===== src/rtl/i2c_flag_pkg.sv =====
// Package: shared register addresses, bit positions and the decoded access type
// for the I2C status flag controller. It assumes a 2-bit register address space.
package i2c_flag_pkg;

    localparam int ADDR_W = 2;

    typedef enum logic [ADDR_W-1:0] {
        REG_CTRL = 2'd0,
        REG_SR1  = 2'd1,
        REG_SR2  = 2'd2,
        REG_DATA = 2'd3
    } reg_addr_e;

    // Status register 1 bit positions
    localparam int SR1_SB  = 0;
    localparam int SR1_MSL = 1;

    // Status register 2 bit positions (decoded by software, so they are fixed)
    localparam int SR2_GCAL  = 0;
    localparam int SR2_BERR  = 1;
    localparam int SR2_ARLO  = 2;
    localparam int SR2_STOPF = 3;
    localparam int SR2_AF    = 4;
    localparam int SR2_NFLAG = 5;

    // Control register START request bit
    localparam int CTRL_START = 0;

    typedef struct packed {
        logic rd_sr1;
        logic rd_sr2;
        logic wr_ctrl;
        logic wr_data;
        logic any_acc;
    } acc_t;

endpackage


===== src/rtl/i2c_acc_decode.sv =====
// Access decoder: turns the read/write strobes and the address into one-hot
// access qualifiers. Assumes at most one strobe per cycle; both count as an access.
module i2c_acc_decode
    import i2c_flag_pkg::*;
(
    input  logic              rd,
    input  logic              wr,
    input  logic [ADDR_W-1:0] addr,
    output acc_t              acc
);

    // Decode the strobes against the address map
    always_comb begin
        acc.rd_sr1  = rd && (addr == REG_SR1);
        acc.rd_sr2  = rd && (addr == REG_SR2);
        acc.wr_ctrl = wr && (addr == REG_CTRL);
        acc.wr_data = wr && (addr == REG_DATA);
        acc.any_acc = rd || wr;
    end

endmodule


===== src/rtl/i2c_sticky_flag.sv =====
// Sticky flag: set by an event, cleared by an access. When both occur in the
// same cycle, the set wins. A low enable clears the flag and blocks the set.
module i2c_sticky_flag (
    input  logic clk,
    input  logic rst_n,
    input  logic en,
    input  logic set,
    input  logic clr,
    output logic q
);

    // Flag register with set-over-clear priority
    always_ff @(posedge clk) begin
        if (!rst_n)      q <= 1'b0;
        else if (!en)    q <= 1'b0;
        else if (set)    q <= 1'b1;
        else if (clr)    q <= 1'b0;
    end

endmodule


===== src/rtl/i2c_sb_track.sv =====
// Start flag tracker: holds the start flag and an armed bit for its two-step clear.
// A status register 1 read while the flag is 1 arms the clear. Any other access
// disarms it. A data-register write clears the flag only while armed.
// Assumes the decoded strobes come from i2c_acc_decode.
module i2c_sb_track (
    input  logic clk,
    input  logic rst_n,
    input  logic en,
    input  logic set,
    input  logic rd_sr1,
    input  logic wr_data,
    input  logic any_acc,
    output logic sb
);

    logic armed;

    // Start flag: set wins over an armed data write
    always_ff @(posedge clk) begin
        if (!rst_n)                 sb <= 1'b0;
        else if (!en)               sb <= 1'b0;
        else if (set)               sb <= 1'b1;
        else if (wr_data && armed)  sb <= 1'b0;
    end

    // Armed bit: a read of register 1 while the flag is set arms it; any other access drops it
    always_ff @(posedge clk) begin
        if (!rst_n)                 armed <= 1'b0;
        else if (!en)               armed <= 1'b0;
        else if (rd_sr1 && sb)      armed <= 1'b1;
        else if (any_acc)           armed <= 1'b0;
    end

endmodule


===== src/rtl/i2c_flag_ctrl.sv =====
// I2C status flag controller (top). It latches bus-engine event strobes into the
// status flags, clears them by register-access sequences, and drives the interrupt
// and SCL-hold requests. Assumes single-cycle synchronous register strobes and
// DATA_W >= SR2_NFLAG.
module i2c_flag_ctrl
    import i2c_flag_pkg::*;
#(
    parameter int DATA_W = 8
) (
    input  logic              clk,
    input  logic              rst_n,
    input  logic              per_en,
    input  logic              irq_en,
    input  logic              ack_en,
    input  logic              evt_start_gen,
    input  logic              evt_stop_det,
    input  logic              evt_ack_miss,
    input  logic              evt_ack_rcvd,
    input  logic              evt_arb_lost,
    input  logic              evt_bus_err,
    input  logic              evt_gen_call,
    input  logic              rd,
    input  logic              wr,
    input  logic [ADDR_W-1:0] addr,
    input  logic [DATA_W-1:0] wdata,
    output logic [DATA_W-1:0] rd_data,
    output logic [DATA_W-1:0] sr1_q,
    output logic [DATA_W-1:0] sr2_q,
    output logic              irq,
    output logic              scl_hold
);

    localparam int SR1_USED = SR1_MSL + 1;

    acc_t                 acc;
    logic                 sb;
    logic                 msl;
    logic                 ack_seen;
    logic [SR2_NFLAG-1:0] sr2_set;
    logic [SR2_NFLAG-1:0] sr2_flag;
    logic                 wdata_unused;

    // Only the START bit of write data matters here; the data byte goes to the shifter
    assign wdata_unused = ^wdata;

    i2c_acc_decode u_dec (
        .rd   (rd),
        .wr   (wr),
        .addr (addr),
        .acc  (acc)
    );

    i2c_sb_track u_sb (
        .clk     (clk),
        .rst_n   (rst_n),
        .en      (per_en),
        .set     (evt_start_gen),
        .rd_sr1  (acc.rd_sr1),
        .wr_data (acc.wr_data),
        .any_acc (acc.any_acc),
        .sb      (sb)
    );

    // Master flag: set by the START request, cleared by Stop or arbitration loss
    i2c_sticky_flag u_msl (
        .clk   (clk),
        .rst_n (rst_n),
        .en    (per_en),
        .set   (acc.wr_ctrl && wdata[CTRL_START]),
        .clr   (evt_stop_det || evt_arb_lost),
        .q     (msl)
    );

    // Acknowledge-seen tracker: qualifies the stop-detect flag
    i2c_sticky_flag u_ack (
        .clk   (clk),
        .rst_n (rst_n),
        .en    (per_en),
        .set   (evt_ack_rcvd),
        .clr   (evt_stop_det),
        .q     (ack_seen)
    );

    // Gather the set events of status register 2 by bit position
    always_comb begin
        sr2_set            = '0;
        sr2_set[SR2_AF]    = evt_ack_miss;
        sr2_set[SR2_STOPF] = evt_stop_det && ack_en && ack_seen;
        sr2_set[SR2_ARLO]  = evt_arb_lost;
        sr2_set[SR2_BERR]  = evt_bus_err;
        sr2_set[SR2_GCAL]  = evt_gen_call;
    end

    // One sticky flag for each bit of status register 2, all cleared by its read
    for (genvar i = 0; i < SR2_NFLAG; i++) begin : g_sr2
        i2c_sticky_flag u_flag (
            .clk   (clk),
            .rst_n (rst_n),
            .en    (per_en),
            .set   (sr2_set[i]),
            .clr   (acc.rd_sr2),
            .q     (sr2_flag[i])
        );
    end

    // Assemble the two status registers; unused bits read 0
    always_comb begin
        sr1_q          = '0;
        sr1_q[SR1_SB]  = sb;
        sr1_q[SR1_MSL] = msl;
        sr2_q          = '0;
        sr2_q[SR2_NFLAG-1:0] = sr2_flag;
    end

    // Requests: only the start flag stretches SCL
    assign scl_hold = sb;
    assign irq      = irq_en && (sb || sr2_flag[SR2_AF] || sr2_flag[SR2_STOPF]);

    // Registered read data, loaded only on a read strobe
    always_ff @(posedge clk) begin
        if (!rst_n) begin
            rd_data <= '0;
        end else if (rd) begin
            case (addr)
                REG_SR1: rd_data <= sr1_q;
                REG_SR2: rd_data <= sr2_q;
                default: rd_data <= '0;
            endcase
        end
    end

endmodule


===== config.mk =====
export PLATFORM = sky130hd
export DESIGN_NAME = i2c_flag_ctrl
export DESIGN_NICKNAME = d
export VERILOG_FILES = /design/src/rtl/i2c_flag_pkg.sv /design/src/rtl/i2c_acc_decode.sv /design/src/rtl/i2c_sticky_flag.sv /design/src/rtl/i2c_sb_track.sv /design/src/rtl/i2c_flag_ctrl.sv
export SDC_FILE = /design/constraint.sdc
export NUM_CORES = 1
export LEC_CHECK = 0
export BUFFER_PORTS_ARGS = -buffer_cell sky130_fd_sc_hd__buf_2
export CAP_MARGIN = 20
export CORE_MARGIN = 3
export CORE_UTILIZATION = 40
export DETAILED_ROUTE_END_ITERATION = 8
export GPL_TIMING_DRIVEN = 0
export PLACE_DENSITY = 0.78
export RECOVER_POWER = 100
export SYNTH_ARGS = -nofsm -noshare
export SYNTH_HDL_FRONTEND = slang
export SYNTH_SLANG_ARGS = --single-unit

===== constraint.sdc =====
create_clock -name clk -period 2.65 [get_ports clk]
set_input_delay 0.3975 -clock clk [delete_from_list [all_inputs] [get_ports clk]]
set_output_delay 0.3975 -clock clk [all_outputs]
set_load 0.02 [all_outputs]

==> flow_metrics.tcl, run 1 <==
set metrics [dict create \
    finalCritPeriodShare 0.5611 \
    synth_top_flop_cell "dfxtp_1" \
    grt_util_all_layers 0.1346 \
    dr.pass1.iters 2 \
    num_rows 15 \
    drive_above_1_share 0.3307 \
    end_kind "primary output" \
    switching_share 0.2778 \
    p_int_w 0.0003069 \
    io_buffers 30 \
    post_cts_buffers 0 \
    cts_tree "done" \
    antenna_cells 0 \
    core_sq_mm 0.001783 \
    avgRoutedWirePerCell_um 10.80 \
    die_w_um 49.93 \
    synth_top_cell_by_area "dfxtp_1" \
    clockBufferDepth 2 \
    dp_hpwl_mm 1.303 \
    critical_path_class "reg2out" \
    fill_cells 187 \
    report.final.hold_viol_count 0 \
    min_path_type "in2reg" \
    synth-seq-cells 14 \
    multiInputGateArea_sq_um 366.6 \
    postSynth.asyncResetShare 0 \
    clock_latency_ns 0.27 \
    drc 0 \
    fin_tns_setup_ns 0 \
    critPathRequiredTime_ns 2.25 \
    die_area_sq_mm 0.002493 \
    power_frac_clock 0.279 \
    final_cell_mix "buf_4, clkbuf_1, dfxtp_1, buf_2, conb_1" \
    vias 652 \
    antenna_found_initial 0 \
    wl_mm 1.642 \
    viasPerCell 4.289 \
    cellPowerDensity_mw_per_mm2 426.7 \
    status "finished, final reports clean" \
    synthCells 83 \
    maxCapViolCount 0 \
    place_congestion 0.7124 \
    nets 157 \
    seqCellArea_sq_um 280.3 \
    synth-edff-count 0 \
    max_freq_mhz 672.6 \
    arrival_ns 1.09 \
    pwr-share-comb 0.203 \
    ctsResizeCount 0 \
    syn_area_per_cell_sq_um 9.301 \
    crit_fanout 6 \
    io_pins 50 \
    ys_seq_area_frac 0.3630 \
    clk_pin_slew_ns 0.09 \
    grt_pass1_vias 594 \
    grt_overflow 0 \
    postCtsHoldBufs 0 \
    synth_top_area_frac 0.3630 \
    setup_viol 0 \
    ys.warnings.count 0 \
    worstSetupStartpointType "register" \
    clkSinkCount 14 \
    clock_skew_ns 0.0006293 \
    synth.area.top_cells "dfxtp_1, buf_4, a21boi_0" \
    synth.distinct_cells 21 \
    seqPwrFrac 0.518 \
    layout_min_cycle_time_ns 1.487 \
    peakVddDrop_v 0.0002249 \
    switchingPower_w 0.0001181 \
    grt_max_degree 11 \
    final_common_cell "buf_4" \
    drv_slew 0 \
    cts_buffers 3 \
    ant_nets 0 \
    area_delta_synth_final_pct 29.01 \
    p_leak_nw 0.4596 \
    postLayoutCoreUtil 0.5586 \
    ctsHtreeMaxLevel 1 \
    synth_area_sq_um 772.0 \
    fp.dieH_um 49.93 \
    rsz0062_at_grt "no" \
    initial_core_util 0.4330 \
    first_iter_violations 12 \
    clockRootBuffer "clkbuf_4" \
    grt_pass1_wl_mm 2.580 \
]
-- synthesized netlist by cell type, types with 2 or more instances --
cell type,n
a22oi_1,2
ha_1,4
o21ai_0,2
a21oi_1,4
nand3b_1,2
o21ba_2,4
a21boi_0,7
inv_1,3
buf_4,20
nand3_1,7
nand2b_1,4
dfxtp_1,14
or3b_1,2
-- state kept, by name, indices dropped and copies added (netlist names) --
register and flops:
g_sr2.u_flag.q 5, u_msl.q 1, u_sb.armed 1, rd_data 5, u_ack.q 1, u_sb.sb 1
-- final timing paths --
| check | slack [ns] | cells past startpoint | to | start |
|---|---|---|---|---|
| worst min-delay path | 0.34 | 2 | g_sr2[0].u_flag.q | evt_gen_call |
| worst min register to register | 0.48 | 2 | rd_data[2] | rd_data[2] |
| worst max-delay path | 1.16 | 2 | irq | u_sb.sb |
| worst max register to register | 1.75 | 2 | u_msl.q | u_msl.q |
-- critical path: stages (launching register included) --
cell	delay (ns)
dfxtp_1	0.44
o31a_1	0.14
clkbuf_1	0.23
-- power by group through the flow --
stage | registers (W) | logic (W) | clock network, W
final | 0.000220 | 0.0000865 | 0.000118
after global routing | 0.000221 | 0.0000937 | 0.000134
after CTS | 0.000220 | 0.0000877 | 0.000120
after detailed placement | 0.000225 | 0.0000874 | 0
after global placement | 0.000225 | 0.0000862 | 0
after floorplan | 0.000225 | 0.0000606 | 0
-- final cells by class --
class,count,share of cell area
multi-input combinational,56,0.3681
sequential,14,0.2814
buffer,21,0.1545
timing repair buffer,30,0.1307
tap,25,0.03141
clock buffer,3,0.02261
inverter,3,0.01131
-- through the flow --
stage / power [W] / hold WS [ns] / instances / worst slack (ns) / instance area [sq um]
after floorplan: 0.0002859 / 0.4483 / 94 / 1.494 / 813.3
after global placement: 0.0003110 / 0.4592 / 149 / 1.333 / 994.7
after detailed placement: 0.0003125 / 0.4667 / 149 / 1.292 / 994.7
after CTS: 0.0004276 / 0.3393 / 152 / 1.176 / 1017
after global routing: 0.0004483 / 0.3332 / 152 / 1.084 / 996.0
final: 0.0004250 / 0.3438 / 152 / 1.163 / 996.0
-- routing by layer --
layer	GRT usage	vias to the layer above	part of all wire	wire length (um)
li1	-	345	-	-
met1	0.1520	282	0.45	732
met2	0.2247	25	0.48	786
met3	0.04230	0	0.075	123
met4	0.06912	0	0	0
met5	0	-	0	0
-- logic make-up after synthesis --
logic type / synth area share
compound gates: 0.2026
fa+ha+maj: 0.06483
buf+inv: 0.2155
flops: 0.3630
other cells: 0.004858
simple gates: 0.1491
(Power assumes the default switching activity.)
==> run 2: changes to the inputs <==
Settings changed: ABC_AREA from default to 1, PLACE_DENSITY 0.78 to 0.8.
Clock period 2.65 ns to 1.5 ns, I/O delays scaled along.
==> flow_metrics.tcl, run 2 <==
set metrics [dict create \
    cts_tree "done" \
    yosys-top-cells-count "nand2_1, buf_4, a21oi_1, dfxtp_1, inv_1" \
    maxCapViolCount 0 \
    ant_nets 0 \
    finalCritPeriodShare 0.8628 \
    synth_top_area_frac 0.3862 \
    cp_top_family "flip-flops" \
    report.final.hold_viol_count 0 \
    grt_overflow 0 \
    synth.area.top_cells "dfxtp_1, buf_4, nand2_1" \
    io_pins 50 \
    synth-edff-count 0 \
    wl_mm 1.463 \
    critPathMaxStageDelay_ns 0.43 \
    viasPerCell 4.127 \
    post_cts_buffers 0 \
    synth.distinct_cells 12 \
    grt_max_degree 10 \
    synth-seq-cells 14 \
    initial_core_util 0.4503 \
    cellPowerDensity_mw_per_mm2 829.1 \
    p_leak_nw 0.5087 \
    io_buffers 30 \
    rsz0062_at_grt "no" \
    synthCells 97 \
    min_path_type "in2reg" \
    clkSinkCount 14 \
    dp_hpwl_mm 1.232 \
    critical_path_class "reg2out" \
    drc 0 \
    syn_area_per_cell_sq_um 7.481 \
    worstSetupStartpointType "register" \
    ys_seq_area_frac 0.3862 \
    final_common_cell "nand2_1" \
    postLayoutCoreUtil 0.5978 \
    drive_above_1_share 0.2746 \
    crit_fanout 6 \
    reg2reg_to "rd_data[0]" \
    clock_latency_ns 0.28 \
    ctsHtreeMaxLevel 1 \
    fp.dieH_um 48.60 \
    avgRoutedWirePerCell_um 8.813 \
    largest_registers "g_sr2.u_flag.q: 5 flops, rd_data: 5 flops" \
    die_area_sq_mm 0.002361 \
    max_freq_mhz 772.7 \
    path_cells "buf_4 > clkbuf_1" \
    cp_num_buf_inv 2 \
    grt_pass1_vias 664 \
    end_kind "primary output" \
    peakVddDrop_v 0.0003983 \
    grt_pass1_wl_mm 2.573 \
    antenna_cells 0 \
    synth_area_sq_um 725.7 \
    synth_top_cell_by_area "dfxtp_1" \
    first_iter_violations 6 \
    critPathRequiredTime_ns 1.27 \
    clk_pin_slew_ns 0.08 \
    die_w_um 48.60 \
    hold_depth 3 \
    synth_top_flop_cell "dfxtp_1" \
    status "finished, final reports clean" \
    whs_ns 0.1584 \
    postCtsHoldBufs 0 \
    num_rows 14 \
    ys.warnings.count 0 \
    crit_path_top_delay_cell "dfxtp_1" \
    final_cell_mix "nand2_1, buf_4, buf_2" \
    nets 171 \
    hp-start "evt_ack_rcvd" \
    r2r_start "u_sb.sb" \
    layout_min_cycle_time_ns 1.294 \
    clockBufferDepth 2 \
    clockRootBuffer "clkbuf_4" \
    grt_util_all_layers 0.1364 \
    area_delta_synth_final_pct 32.76 \
    fin_tns_setup_ns 0 \
    place_congestion 0.7187 \
    r2r_setup_slack_ns 0.70 \
    setup_viol 0 \
    ctsResizeCount 0 \
    vias 685 \
    yosys.cell_count.top_type "nand2_1" \
    hold-path-endpoint "u_ack.q" \
    core_sq_mm 0.001612 \
    drv_slew 0 \
    arrival_ns 1.07 \
    postSynth.asyncResetShare 0 \
    dr.pass1.iters 4 \
    cts_buffers 3 \
    clock_skew_ns 0.001856 \
    ff2ff_path_depth 4 \
    antenna_found_initial 0 \
]
[run 2: cell count changes after synthesis, moves of 4 or more]
cell and change:
nand2_1 +21, a21boi_0 -7, inv_1 +6, o21ba_2 -4, nor2_1 +5, nand2b_1 -4, a21oi_1 +10
[run 2: area by class of cell]
cell class	instances	area, sq um
inverters	10	37.54
well taps	24	30.03
clock buffers	4	36.28
repair buffers	30	132.6
fillers	179	648.1
multi-input cells	65	304.0
plain buffers	19	142.6
flip-flops and latches	14	280.3
[run 2: how the worst max path moves through the flow]
stage	from	to	slack (ns)	depth (start not counted)
floorplan	u_sb.sb	irq	0.43	2
global placement	addr[0]	g_sr2[1].u_flag.q	0.46	6
detailed placement	addr[0]	rd_data[3]	0.43	7
CTS	g_sr2[4].u_flag.q	irq	0.24	3
global route	u_sb.sb	sr1_q[0]	0.11	2
finish	u_sb.sb	sr1_q[0]	0.21	2
[run 2: worst min-delay path: stages]
cell,delay [ns]
buf_2,0.08
a21oi_1,0.03
nor2_1,0.07
[run 2: report_power, final]
part,switching [W],total (W),leakage (nW),internal (W)
registers,0.00000763,0.000388,0.114,0.000381
clock network,0.000117,0.000264,0.0210,0.000148
logic,0.0000849,0.000146,0.374,0.0000614
total,0.000209,0.000799,0.509,0.000590
[run 2: cells by family after synthesis]
family,after synthesis,share of synthesized area
simple gates,35,0.1948
buf+inv,29,0.2483
compound gates,14,0.09656
flops,14,0.3862
fa+ha+maj,4,0.06897
other cells,1,0.005167
[run 2: per-layer routing]
layer,vias up,share of wire,track usage
met2,23,0.52,0.2546
met4,0,0.013,0.08531
met3,2,0.072,0.03067
li1,363,-,-
met1,297,0.39,0.1353
met5,-,0,0
[run 2: per-stage QoR]
step | instance area, sq um | std cells | setup WS, ns | power (W)
2_1_floorplan | 767.0 | 108 | 0.4268 | 0.0005025
3_3_place_gp | 947.2 | 162 | 0.4559 | 0.0005432
3_5_place_dp | 947.2 | 162 | 0.4263 | 0.0005468
4_1_cts | 983.4 | 166 | 0.2414 | 0.0008153
5_1_grt | 963.4 | 166 | 0.1098 | 0.0008456
6_report | 963.4 | 166 | 0.2058 | 0.0007987
